==> src/rtl/fan_cmd_pkg.sv <==
package fan_cmd_pkg;
  localparam logic [7:0] FAN_CMD_CODE = 8'h4A;
  localparam logic [7:0] SEL_RPM_MEAS = 8'h01;
  localparam logic [7:0] SEL_RPM_SETP = 8'h02;
  localparam logic [7:0] SEL_PWM_MEAS = 8'h11;
  localparam logic [7:0] SEL_PWM_SETP = 8'h12;
  localparam logic [7:0] BANK_RPM     = 8'h00;
  localparam logic [7:0] BANK_PWM     = 8'h10;
  localparam logic [7:0] REPLY_ERR    = 8'hFF;
  localparam logic [7:0] REPLY_ACK    = 8'h00;
  localparam int         WORD_W       = 16;
  localparam int         WORD_BYTES   = WORD_W / 8;

  typedef enum logic [1:0] {
    REQ_ERR   = 2'd0,
    REQ_QUERY = 2'd1,
    REQ_SET   = 2'd2
  } req_kind_e;
endpackage

==> src/rtl/fan_cmd_parser.sv <==
module fan_cmd_parser
  import fan_cmd_pkg::*;
#(
  parameter int NUM_FANS = 6
) (
  input  logic                       clk,
  input  logic                       rst_n,
  input  logic                       in_valid,
  output logic                       in_ready,
  input  logic [7:0]                 in_data,
  input  logic                       in_sof,
  input  logic                       in_eof,
  input  logic                       reply_done,
  output logic                       req_valid,
  output req_kind_e                  req_kind,
  output logic                       req_bank,
  output logic                       req_meas,
  output logic [NUM_FANS-1:0]        req_mask,
  output logic [NUM_FANS*WORD_W-1:0] req_words
);
  localparam int DATA_BYTES = NUM_FANS * WORD_BYTES;
  localparam int SET_ARGS   = 2 + DATA_BYTES;
  localparam int CNT_MAX    = SET_ARGS + 1;
  localparam int CNT_W      = $clog2(CNT_MAX + 1);

  typedef enum logic [1:0] {P_IDLE, P_BODY, P_WAIT} pstate_e;

  pstate_e          state_q;
  logic [7:0]       code_q;
  logic [7:0]       arg0_q;
  logic [7:0]       arg1_q;
  logic [CNT_W-1:0] cnt_q;
  logic [7:0]       dbuf_q [DATA_BYTES];
  logic             req_valid_q;
  logic             accept;

  assign in_ready = (state_q != P_WAIT);
  assign accept   = in_valid && in_ready;

  always_ff @(posedge clk or negedge rst_n) begin
    if (!rst_n) begin
      state_q     <= P_IDLE;
      code_q      <= '0;
      arg0_q      <= '0;
      arg1_q      <= '0;
      cnt_q       <= '0;
      req_valid_q <= 1'b0;
      for (int i = 0; i < DATA_BYTES; i++) dbuf_q[i] <= '0;
    end else begin
      req_valid_q <= 1'b0;
      case (state_q)
        P_IDLE, P_BODY: begin
          if (accept) begin
            if (in_sof) begin
              code_q <= in_data;
              cnt_q  <= '0;
              if (in_eof) begin
                state_q     <= P_WAIT;
                req_valid_q <= 1'b1;
              end else begin
                state_q <= P_BODY;
              end
            end else if (state_q == P_BODY) begin
              if (cnt_q == CNT_W'(0)) arg0_q <= in_data;
              if (cnt_q == CNT_W'(1)) arg1_q <= in_data;
              for (int i = 0; i < DATA_BYTES; i++) begin
                if (cnt_q == CNT_W'(i + 2)) dbuf_q[i] <= in_data;
              end
              if (cnt_q != CNT_W'(CNT_MAX)) cnt_q <= cnt_q + CNT_W'(1);
              if (in_eof) begin
                state_q     <= P_WAIT;
                req_valid_q <= 1'b1;
              end
            end
          end
        end
        P_WAIT: if (reply_done) state_q <= P_IDLE;
        default: state_q <= P_IDLE;
      endcase
    end
  end

  // Decode the captured frame while req_valid is high
  always_comb begin
    req_kind = REQ_ERR;
    req_bank = 1'b0;
    req_meas = 1'b0;
    if (code_q == FAN_CMD_CODE) begin
      if (cnt_q == CNT_W'(1)) begin
        if (arg0_q == SEL_RPM_MEAS || arg0_q == SEL_RPM_SETP ||
            arg0_q == SEL_PWM_MEAS || arg0_q == SEL_PWM_SETP) begin
          req_kind = REQ_QUERY;
          req_bank = arg0_q[4];
          req_meas = (arg0_q[3:0] == 4'h1);
        end
      end else if (cnt_q == CNT_W'(SET_ARGS)) begin
        if (arg0_q == BANK_RPM || arg0_q == BANK_PWM) begin
          req_kind = REQ_SET;
          req_bank = arg0_q[4];
        end
      end
    end
  end

  assign req_valid = req_valid_q;
  assign req_mask  = arg1_q[NUM_FANS-1:0];

  for (genvar g = 0; g < NUM_FANS; g++) begin : g_word
    assign req_words[g*WORD_W +: WORD_W] = {dbuf_q[g*WORD_BYTES], dbuf_q[g*WORD_BYTES+1]};
  end
endmodule

==> src/rtl/fan_cmd_bank.sv <==
module fan_cmd_bank
  import fan_cmd_pkg::*;
#(
  parameter int NUM_FANS = 6
) (
  input  logic                       clk,
  input  logic                       rst_n,
  input  logic                       wr_en,
  input  logic [NUM_FANS-1:0]        wr_mask,
  input  logic [NUM_FANS*WORD_W-1:0] wr_words,
  output logic [NUM_FANS*WORD_W-1:0] setpt
);
  for (genvar g = 0; g < NUM_FANS; g++) begin : g_fan
    logic [WORD_W-1:0] sp_q;
    always_ff @(posedge clk or negedge rst_n) begin
      if (!rst_n)                   sp_q <= '0;
      else if (wr_en && wr_mask[g]) sp_q <= wr_words[g*WORD_W +: WORD_W];
    end
    assign setpt[g*WORD_W +: WORD_W] = sp_q;
  end
endmodule

==> src/rtl/fan_cmd_reply.sv <==
module fan_cmd_reply
  import fan_cmd_pkg::*;
#(
  parameter int NUM_FANS = 6
) (
  input  logic                       clk,
  input  logic                       rst_n,
  input  logic                       load,
  input  req_kind_e                  load_kind,
  input  logic [7:0]                 load_mask,
  input  logic [NUM_FANS*WORD_W-1:0] load_words,
  output logic                       out_valid,
  input  logic                       out_ready,
  output logic [7:0]                 out_data,
  output logic                       out_last,
  output logic                       done
);
  localparam int RLEN  = 1 + NUM_FANS * WORD_BYTES;
  localparam int IDX_W = $clog2(RLEN + 1);

  logic [7:0]       sh_q [RLEN];
  logic [IDX_W-1:0] idx_q;
  logic             short_q;
  logic             valid_q;
  logic [IDX_W-1:0] last_idx;
  logic             at_last;

  assign last_idx = short_q ? '0 : IDX_W'(RLEN - 1);
  assign at_last  = (idx_q == last_idx);

  always_ff @(posedge clk or negedge rst_n) begin
    if (!rst_n) begin
      valid_q <= 1'b0;
      idx_q   <= '0;
      short_q <= 1'b1;
      for (int i = 0; i < RLEN; i++) sh_q[i] <= '0;
    end else if (load) begin
      valid_q <= 1'b1;
      idx_q   <= '0;
      short_q <= (load_kind != REQ_QUERY);
      case (load_kind)
        REQ_QUERY: sh_q[0] <= load_mask;
        REQ_SET:   sh_q[0] <= REPLY_ACK;
        default:   sh_q[0] <= REPLY_ERR;
      endcase
      for (int i = 0; i < NUM_FANS; i++) begin
        sh_q[1 + i*WORD_BYTES] <= load_words[i*WORD_W + 8 +: 8];
        sh_q[2 + i*WORD_BYTES] <= load_words[i*WORD_W +: 8];
      end
    end else if (valid_q && out_ready) begin
      if (at_last) valid_q <= 1'b0;
      else         idx_q   <= idx_q + IDX_W'(1);
    end
  end

  assign out_valid = valid_q;
  assign out_data  = sh_q[idx_q];
  assign out_last  = valid_q && at_last;
  assign done      = valid_q && out_ready && at_last;
endmodule

==> src/rtl/fan_cmd_handler.sv <==
module fan_cmd_handler
  import fan_cmd_pkg::*;
#(
  parameter int NUM_FANS = 6
) (
  input  logic                       clk,
  input  logic                       rst_n,
  input  logic                       in_valid,
  output logic                       in_ready,
  input  logic [7:0]                 in_data,
  input  logic                       in_sof,
  input  logic                       in_eof,
  output logic                       out_valid,
  input  logic                       out_ready,
  output logic [7:0]                 out_data,
  output logic                       out_last,
  input  logic [NUM_FANS-1:0]        rpm_present,
  input  logic [NUM_FANS-1:0]        pwm_present,
  input  logic [NUM_FANS*WORD_W-1:0] rpm_meas,
  input  logic [NUM_FANS*WORD_W-1:0] pwm_meas,
  output logic [NUM_FANS*WORD_W-1:0] rpm_setpt,
  output logic [NUM_FANS*WORD_W-1:0] pwm_setpt
);
  localparam int NUM_BANKS = 2;

  logic                       req_valid;
  req_kind_e                  req_kind;
  logic                       req_bank;
  logic                       req_meas;
  logic [NUM_FANS-1:0]        req_mask;
  logic [NUM_FANS*WORD_W-1:0] req_words;
  logic                       reply_done;
  logic [NUM_FANS*WORD_W-1:0] bank_setpt [NUM_BANKS];
  logic [NUM_FANS*WORD_W-1:0] src_words;
  logic [7:0]                 src_mask;

  fan_cmd_parser #(.NUM_FANS(NUM_FANS)) u_parser (
    .clk        (clk),
    .rst_n      (rst_n),
    .in_valid   (in_valid),
    .in_ready   (in_ready),
    .in_data    (in_data),
    .in_sof     (in_sof),
    .in_eof     (in_eof),
    .reply_done (reply_done),
    .req_valid  (req_valid),
    .req_kind   (req_kind),
    .req_bank   (req_bank),
    .req_meas   (req_meas),
    .req_mask   (req_mask),
    .req_words  (req_words)
  );

  for (genvar b = 0; b < NUM_BANKS; b++) begin : g_bank
    fan_cmd_bank #(.NUM_FANS(NUM_FANS)) u_bank (
      .clk      (clk),
      .rst_n    (rst_n),
      .wr_en    (req_valid && (req_kind == REQ_SET) && (req_bank == 1'(b))),
      .wr_mask  (req_mask),
      .wr_words (req_words),
      .setpt    (bank_setpt[b])
    );
  end

  assign rpm_setpt = bank_setpt[0];
  assign pwm_setpt = bank_setpt[1];

  always_comb begin
    if (req_bank) begin
      src_words = req_meas ? pwm_meas : bank_setpt[1];
      src_mask  = 8'(pwm_present);
    end else begin
      src_words = req_meas ? rpm_meas : bank_setpt[0];
      src_mask  = 8'(rpm_present);
    end
  end

  fan_cmd_reply #(.NUM_FANS(NUM_FANS)) u_reply (
    .clk        (clk),
    .rst_n      (rst_n),
    .load       (req_valid),
    .load_kind  (req_kind),
    .load_mask  (src_mask),
    .load_words (src_words),
    .out_valid  (out_valid),
    .out_ready  (out_ready),
    .out_data   (out_data),
    .out_last   (out_last),
    .done       (reply_done)
  );
endmodule

==> config.mk <==
export PLATFORM = sky130hd
export DESIGN_NAME = fan_cmd_handler
export DESIGN_NICKNAME = d
export VERILOG_FILES = /design/src/rtl/fan_cmd_pkg.sv /design/src/rtl/fan_cmd_parser.sv /design/src/rtl/fan_cmd_bank.sv /design/src/rtl/fan_cmd_reply.sv /design/src/rtl/fan_cmd_handler.sv
export SDC_FILE = /design/constraint.sdc
export NUM_CORES = 1
export LEC_CHECK = 0
export ABC_CLOCK_PERIOD_IN_PS = 4150
export CORE_UTILIZATION = 35
export CTS_CLUSTER_DIAMETER = 80
export DETAILED_ROUTE_END_ITERATION = 8
export DONT_BUFFER_PORTS = 1
export SLEW_MARGIN = 10
export SYNTH_ARGS = -nofsm -noshare
export SYNTH_HDL_FRONTEND = slang
export SYNTH_SLANG_ARGS = --single-unit
export TNS_END_PERCENT = 50
==> constraint.sdc <==
create_clock -name clk -period 4.15 [get_ports clk]
set_clock_uncertainty 0.1 [all_clocks]
set_input_delay 1.0375 -clock clk [delete_from_list [all_inputs] [get_ports clk]]
set_output_delay 1.0375 -clock clk [all_outputs]
set_load 0.01 [all_outputs]
# --- Word level (Yosys, flattened, before mapping) ---
# Cells that the tools add are included.
op_classes:
  addsub: 2
  magnitude_cmp: 1
  eq_ne: 34
  n_mux: 43
  bitwise_logic: 3
  reduce_logical: 50
op_table:
  columns: ["cell", "n"]
  rows:
  - ["96-bit two-way mux", 3]
  - ["5-bit AND reduction", 14]
  - ["8-bit binary-select mux with 4-bit select", 1]
  - ["4-bit == test (second input constant)", 7]
  - ["4-bit two-way mux", 7]
  - ["8-bit by 5-bit == test with 1-bit output (second input constant)", 3]
  - ["2-bit two-way mux", 10]
  - ["1-bit logical AND", 19]
  - ["1-bit two-way mux", 17]
  - ["4-bit by 3-bit == test with 1-bit output (second input constant)", 4]
  - ["8-bit two-way mux", 2]
  - ["8-bit case mux with 2 select lines", 1]
  - ["4-bit by 1-bit adder with 4-bit output (second input constant)", 2]
  - ["4-bit by 1-bit == test with 1-bit output (second input constant)", 2]
  - ["4-bit by 2-bit == test with 1-bit output (second input constant)", 2]
  - ["8-bit by 1-bit == test with 1-bit output (second input constant)", 1]
  - ["8-bit by 2-bit == test with 1-bit output (second input constant)", 1]
  - ["8-bit by 7-bit == test with 1-bit output (second input constant)", 1]
  - ["8-bit logical NOT", 1]
  - ["4-bit AND reduction", 2]
  - ["2-bit nonzero test", 4]
  - ["6-bit two-way mux", 1]
  - ["2-bit != test (second input constant)", 3]
  - ["5-bit greater-or-equal comparator (second input constant)", 1]
  - ["other kinds (16)", 24]
word_totals:
  reg_bits: 427
  in_bits: 218
  output_inout_bits: 203
  word_cells: 179

# --- Longest topological paths before layout ---
depth:
  ltp_word: 11
  ltp_mapped: 12
  depth_no_buf: 9

# --- Modules after synthesis ---
# A second synthesis with hierarchy kept.
unflattened:
  hier_cells: 1203
  hier_area_um2: 20449.6
modules_own_cells:
  columns: ["mod", "n_inst", "cells_per_inst", "area_each_um2", "seq_area_each_um2"]
  rows:
  - ["fan_cmd_bank", 2, 205, 3968.8, 2402.3]
  - ["fan_cmd_reply", 1, 338, 5073.6, 2753.9]
  - ["fan_cmd_parser", 1, 327, 5011.1, 3128.0]
  - ["fan_cmd_handler", 1, 128, 2427.3, 0.0]

# --- Worst setup path before layout ---
# Ideal clock, no wire load.
synth_timing:
  path_kind: "register to register"
  startpoint: "register u_parser.cnt_q[1]"
  endpoint: "register g_bank[0].u_bank.g_fan[0].sp_q[10]"
  setup_time_ps: 125
  arrival_ps: 2802
  t_required_ps: 3925
  slack_ps: 1123
  path_stages_with_launch: 13
  n_path_buf: 3
  synth_period_minus_slack_ps: 3027
  cell_sequence: "dfrtp_1 inv_1 ha_1 or3b_4 nor3b_1 inv_1 ha_1 and2_1 clkbuf_1 buf_2 nand3_2 buf_2 mux2_2"
synth_via:
  elab_chain_len: 8
  elab_cells_between_ends: 13
  cone_classes: "3 x eq/ne; 6 x mux; 1 x bitwise; 3 x reduce/logical"
synth_rtl:
  columns: ["element", "line_no", "source"]
  rows:
  - ["start, declared", "fan_cmd_parser.sv:32", "logic [CNT_W-1:0] cnt_q;"]
  - ["start signal, assigned", "fan_cmd_parser.sv:69", "if (cnt_q != CNT_W'(CNT_MAX)) cnt_q <= cnt_q + CNT_W'(1);"]
  - ["4-bit == test", "fan_cmd_parser.sv:96", "end else if (cnt_q == CNT_W'(SET_ARGS)) begin"]
  - ["2-bit two-way mux", "fan_cmd_parser.sv:96", null]
  - ["2-bit two-way mux", "fan_cmd_parser.sv:89", "if (cnt_q == CNT_W'(1)) begin"]
  - ["2-bit two-way mux", "fan_cmd_parser.sv:88", "if (code_q == FAN_CMD_CODE) begin"]
  - ["2-bit == test", "fan_cmd_handler.sv:58", ".wr_en (req_valid && (req_kind == REQ_SET) && (req_bank == 1'(b))),"]
  - ["1-bit logical AND", "fan_cmd_handler.sv:58", null]
  - ["1-bit logical AND (*)", "fan_cmd_handler.sv:58", null]
  - ["1-bit logical AND (*)", "fan_cmd_bank.sv:17", "else if (wr_en && wr_mask[g]) sp_q <= wr_words[g*WORD_W +: WORD_W];"]
  - ["end signal, assigned", "fan_cmd_bank.sv:17", null]
  - ["end, declared", "fan_cmd_bank.sv:14", "logic [WORD_W-1:0] sp_q;"]
# Every way passes the cells marked *; elsewhere a longest branch is shown, timed or not.
# A chain may end at the register's enable or synchronous reset.

# --- Final worst setup path ---
layout_timing:
  startpoint: "register u_reply.idx_q[0]"
  endpoint: "output port out_data[6]"
layout_via:
  elab_chain_len: 4
layout_rtl:
  columns: ["element", "line_no", "source"]
  rows:
  - ["start, declared", "fan_cmd_reply.sv:22", "logic [IDX_W-1:0] idx_q;"]
  - ["start signal, assigned", "fan_cmd_reply.sv:52", "else idx_q <= idx_q + IDX_W'(1);"]
  - ["4-bit NOT with 5-bit output (not written as such)", "fan_cmd_reply.sv:57", "assign out_data = sh_q[idx_q];"]
  - ["8-bit binary-select mux with 4-bit select", "fan_cmd_reply.sv:57", null]
  - ["8-bit two-way mux (not written as such) (2 in series)", "fan_cmd_reply.sv:57", null]
  - ["end, declared", "fan_cmd_handler.sv:15", "output logic [7:0] out_data,"]
# No other way between the ends. The select of a mux whose other input is x is not followed.

==> results.cfg <==
[critical_path]
critical_path_buf_inv_count = 1
crit_type = flop to primary output
cp_common_cell = mux2i_1
crit_family = multiplexers
required_ns = 3.01
critPathCaptureType = primary output
crit_fanout = 17
path_cells = buf_4, mux4_2, mux2i_1, mux2i_1
start_kind = flop
crit_slowest_cell = dfrtp_2
cpPeakStageDelay_ns = 0.78
cp.arrival_ns = 2.82

[place]
gp_congestion = 0.892
place_area_sq_um = 20700
place_hpwl_mm = 43.5
io_buffer_count = 0
dpl_worst_slack_ns = 0.231

[timing]
period_share = 0.953
rsz0062_at_grt = no
setup-tns-final_ns = 0
fmax_mhz = 253
setup_ws_ns = 0.194
setup_violations = 0
fin_crit_ns = 3.96
drv_slew = 0
hold_viol = 0
relSlewSlack = 0.372
tightest_slew_ns = 0.937
hold-worst-slack_ns = 0.0613

[synth]
synth_area_sq_um = 20000
syn-num-nets = 1631
synth_edf_count = 0
ys_ff_latch = 426
async_reset_ff_frac = 1.00
synth_flop_cell = dfrtp_1
ys_types = 53
synthCells = 1405
seq_area_frac_synth = 0.533
synth_area_per_cell_sq_um = 14.2
yosysWarnings = 0

[clock_tree]
insertion_delay_ns = 0.59
cts_tree = built
clock-root-buffer = clkbuf_16
htreeDepth = 2
cts_buffers = 47
cts.sinks = 426
clock_path_buffers = 3
clk_pin_slew_ns = 0.06
holdBufCountCts = 0

[detailed_routing]
wl_per_cell_um = 28.4
viasPerCell = 5.50
firstDrtPassIters = 6
drt-initial-drc-count = 769
antenna_left = 0
drc_errors = 0
drt_wl_total_mm = 61.8
vias = 11946

[global_route]
grt_use_total = 0.210
grt_pass1_vias = 12357
grt_pass1_wl_mm = 87.7
antenna_found_initial = 6
grt_max_degree = 427
overflow = 0

[power_and_ir_drop]
ir_drop_v = 0.000264
p_per_area_nw_per_um2 = 455
p_leak_nw = 9.75
finalPower_mw = 10.1

[run]
cap_violations = 0

[floorplanning]
ios = 421
core_sq_um = 56500
die_area_sq_um = 58200
die_width_um = 241
die_h_um = 241
start_util = 0.354
rows = 87

[final_layout]
drive_above_1_share = 0.321
fin_nets = 1605
fillers = 5235
fin_area_sq_um = 22200
synthToLayoutAreaGrowth_pct = 11.1
final_common_cell = dfrtp_1
final_cell_mix = dfrtp_1 (423), mux2_2 (251), mux2i_1 (204), nand2b_1 (100), o221ai_1 (96)

[outcome]
status = finished, final reports clean

[hold_path]
hold_path.class = input pin to asynchronous set/reset pin
synth_stat cells, types with 4 or more instances:
library cell	number	area share
nor2_1	19	0.0036
nor2b_1	4	0.0012
mux2_4	60	0.045
xnor2_1	4	0.0018
o221ai_1	96	0.042
a211oi_1	7	0.0026
clkbuf_1	37	0.0069
nand2b_1	100	0.031
buf_2	41	0.010
inv_1	9	0.0017
mux2i_1	204	0.10
nand3_4	9	0.0079
nor3b_1	5	0.0019
ha_1	8	0.0050
a221oi_1	6	0.0026
dfrtp_1	425	0.53
buf_6	13	0.0073
nand2_1	20	0.0038
mux4_2	24	0.027
nor3_1	4	0.0010
nand3_1	5	0.0012
mux2_2	251	0.14
a31oi_1	7	0.0022
metal layers:
layer	global-route usage	share of wire	up-vias
met2	0.355	0.50	377
met3	0.0452	0.060	73
li1	-	-	5221
met1	0.270	0.42	6273
met4	0.0600	0.024	2
met5	0	0.00018	-
cell type report:
class                           instances  area, sq um  share of cell area
Antenna cell                            2         5.00            0.000225
Clock buffer                           63         1330              0.0597
Clock inverter                         21          229              0.0103
Inverter                               10         37.5             0.00169
Multi-Input combinational cell        875         8840               0.398
Sequential cell                       426        10700               0.480
Tap cell                              756          946              0.0426
Timing Repair Buffer                   19          180             0.00810
repair_timing:
item                                    CTS  global route
endpoints found under the setup margin    0            15
buffers inserted                          0             0
gates resized for setup                   0             1
stage by stage:
stage | std cells | util
3_3_place_gp | 2086 | 0.366
5_1_grt | 2172 | 0.393
3_5_place_dp | 2086 | 0.366
4_1_cts | 2170 | 0.393
6_report | 2172 | 0.393
2_1_floorplan | 1405 | -
path summary, 6_finish.rpt:
check	from	to	slack, ns	depth (start not counted)
worst max-delay path	u_reply.idx_q[0]	out_data[6]	0.19	4
worst min register to register	u_reply.short_q	u_reply.short_q	0.38	2
worst min-delay path	rst_n	g_bank[1].u_bank.g_fan[4].sp_q[10]	0.06	0
min in group clk	u_reply.short_q	u_reply.short_q	0.38	2
max in group asynchronous	rst_n	u_parser.req_valid	3.23	0
worst max register to register	u_parser.cnt_q[0]	g_bank[0].u_bank.g_fan[4].sp_q[12]	0.75	9
logic make-up (layout without fill, tap and decap cells):
logic type / count (synthesis) / in the layout / synth area share
fa+ha+maj: 8 / 8 / 0.00500
flops: 426 / 426 / 0.533
compound gates: 128 / 128 / 0.0541
simple gates: 195 / 195 / 0.0638
buf+inv: 104 / 113 / 0.0271
xor+xnor: 5 / 5 / 0.00219
mux: 539 / 539 / 0.315
other cells: 0 / 2 / 0
sequential cells by signal, summed over array words and instances (netlist names):
| register | flops |
|---|---|
| g_bank.u_bank.g_fan.sp_q | 192 |
| u_reply.sh_q | 103 |
| u_parser.req_words | 96 |
| u_parser.arg0_q | 8 |
| u_parser.code_q | 8 |
| u_parser.arg1_q | 6 |
| u_parser.cnt_q | 4 |
| u_reply.idx_q | 4 |
| u_parser.state_q | 2 |
| u_parser.req_valid | 1 |
| u_reply.out_valid | 1 |
| u_reply.short_q | 1 |
power by group:
part           total, mW  internal [mW]  switching [mW]  leakage [nW]
clock network       4.22           2.49            1.73         0.771
logic               1.15          0.542           0.603          3.12
registers           4.74           4.40           0.349          5.86
total               10.1           7.43            2.68          9.75
(Power assumes the default switching activity.)
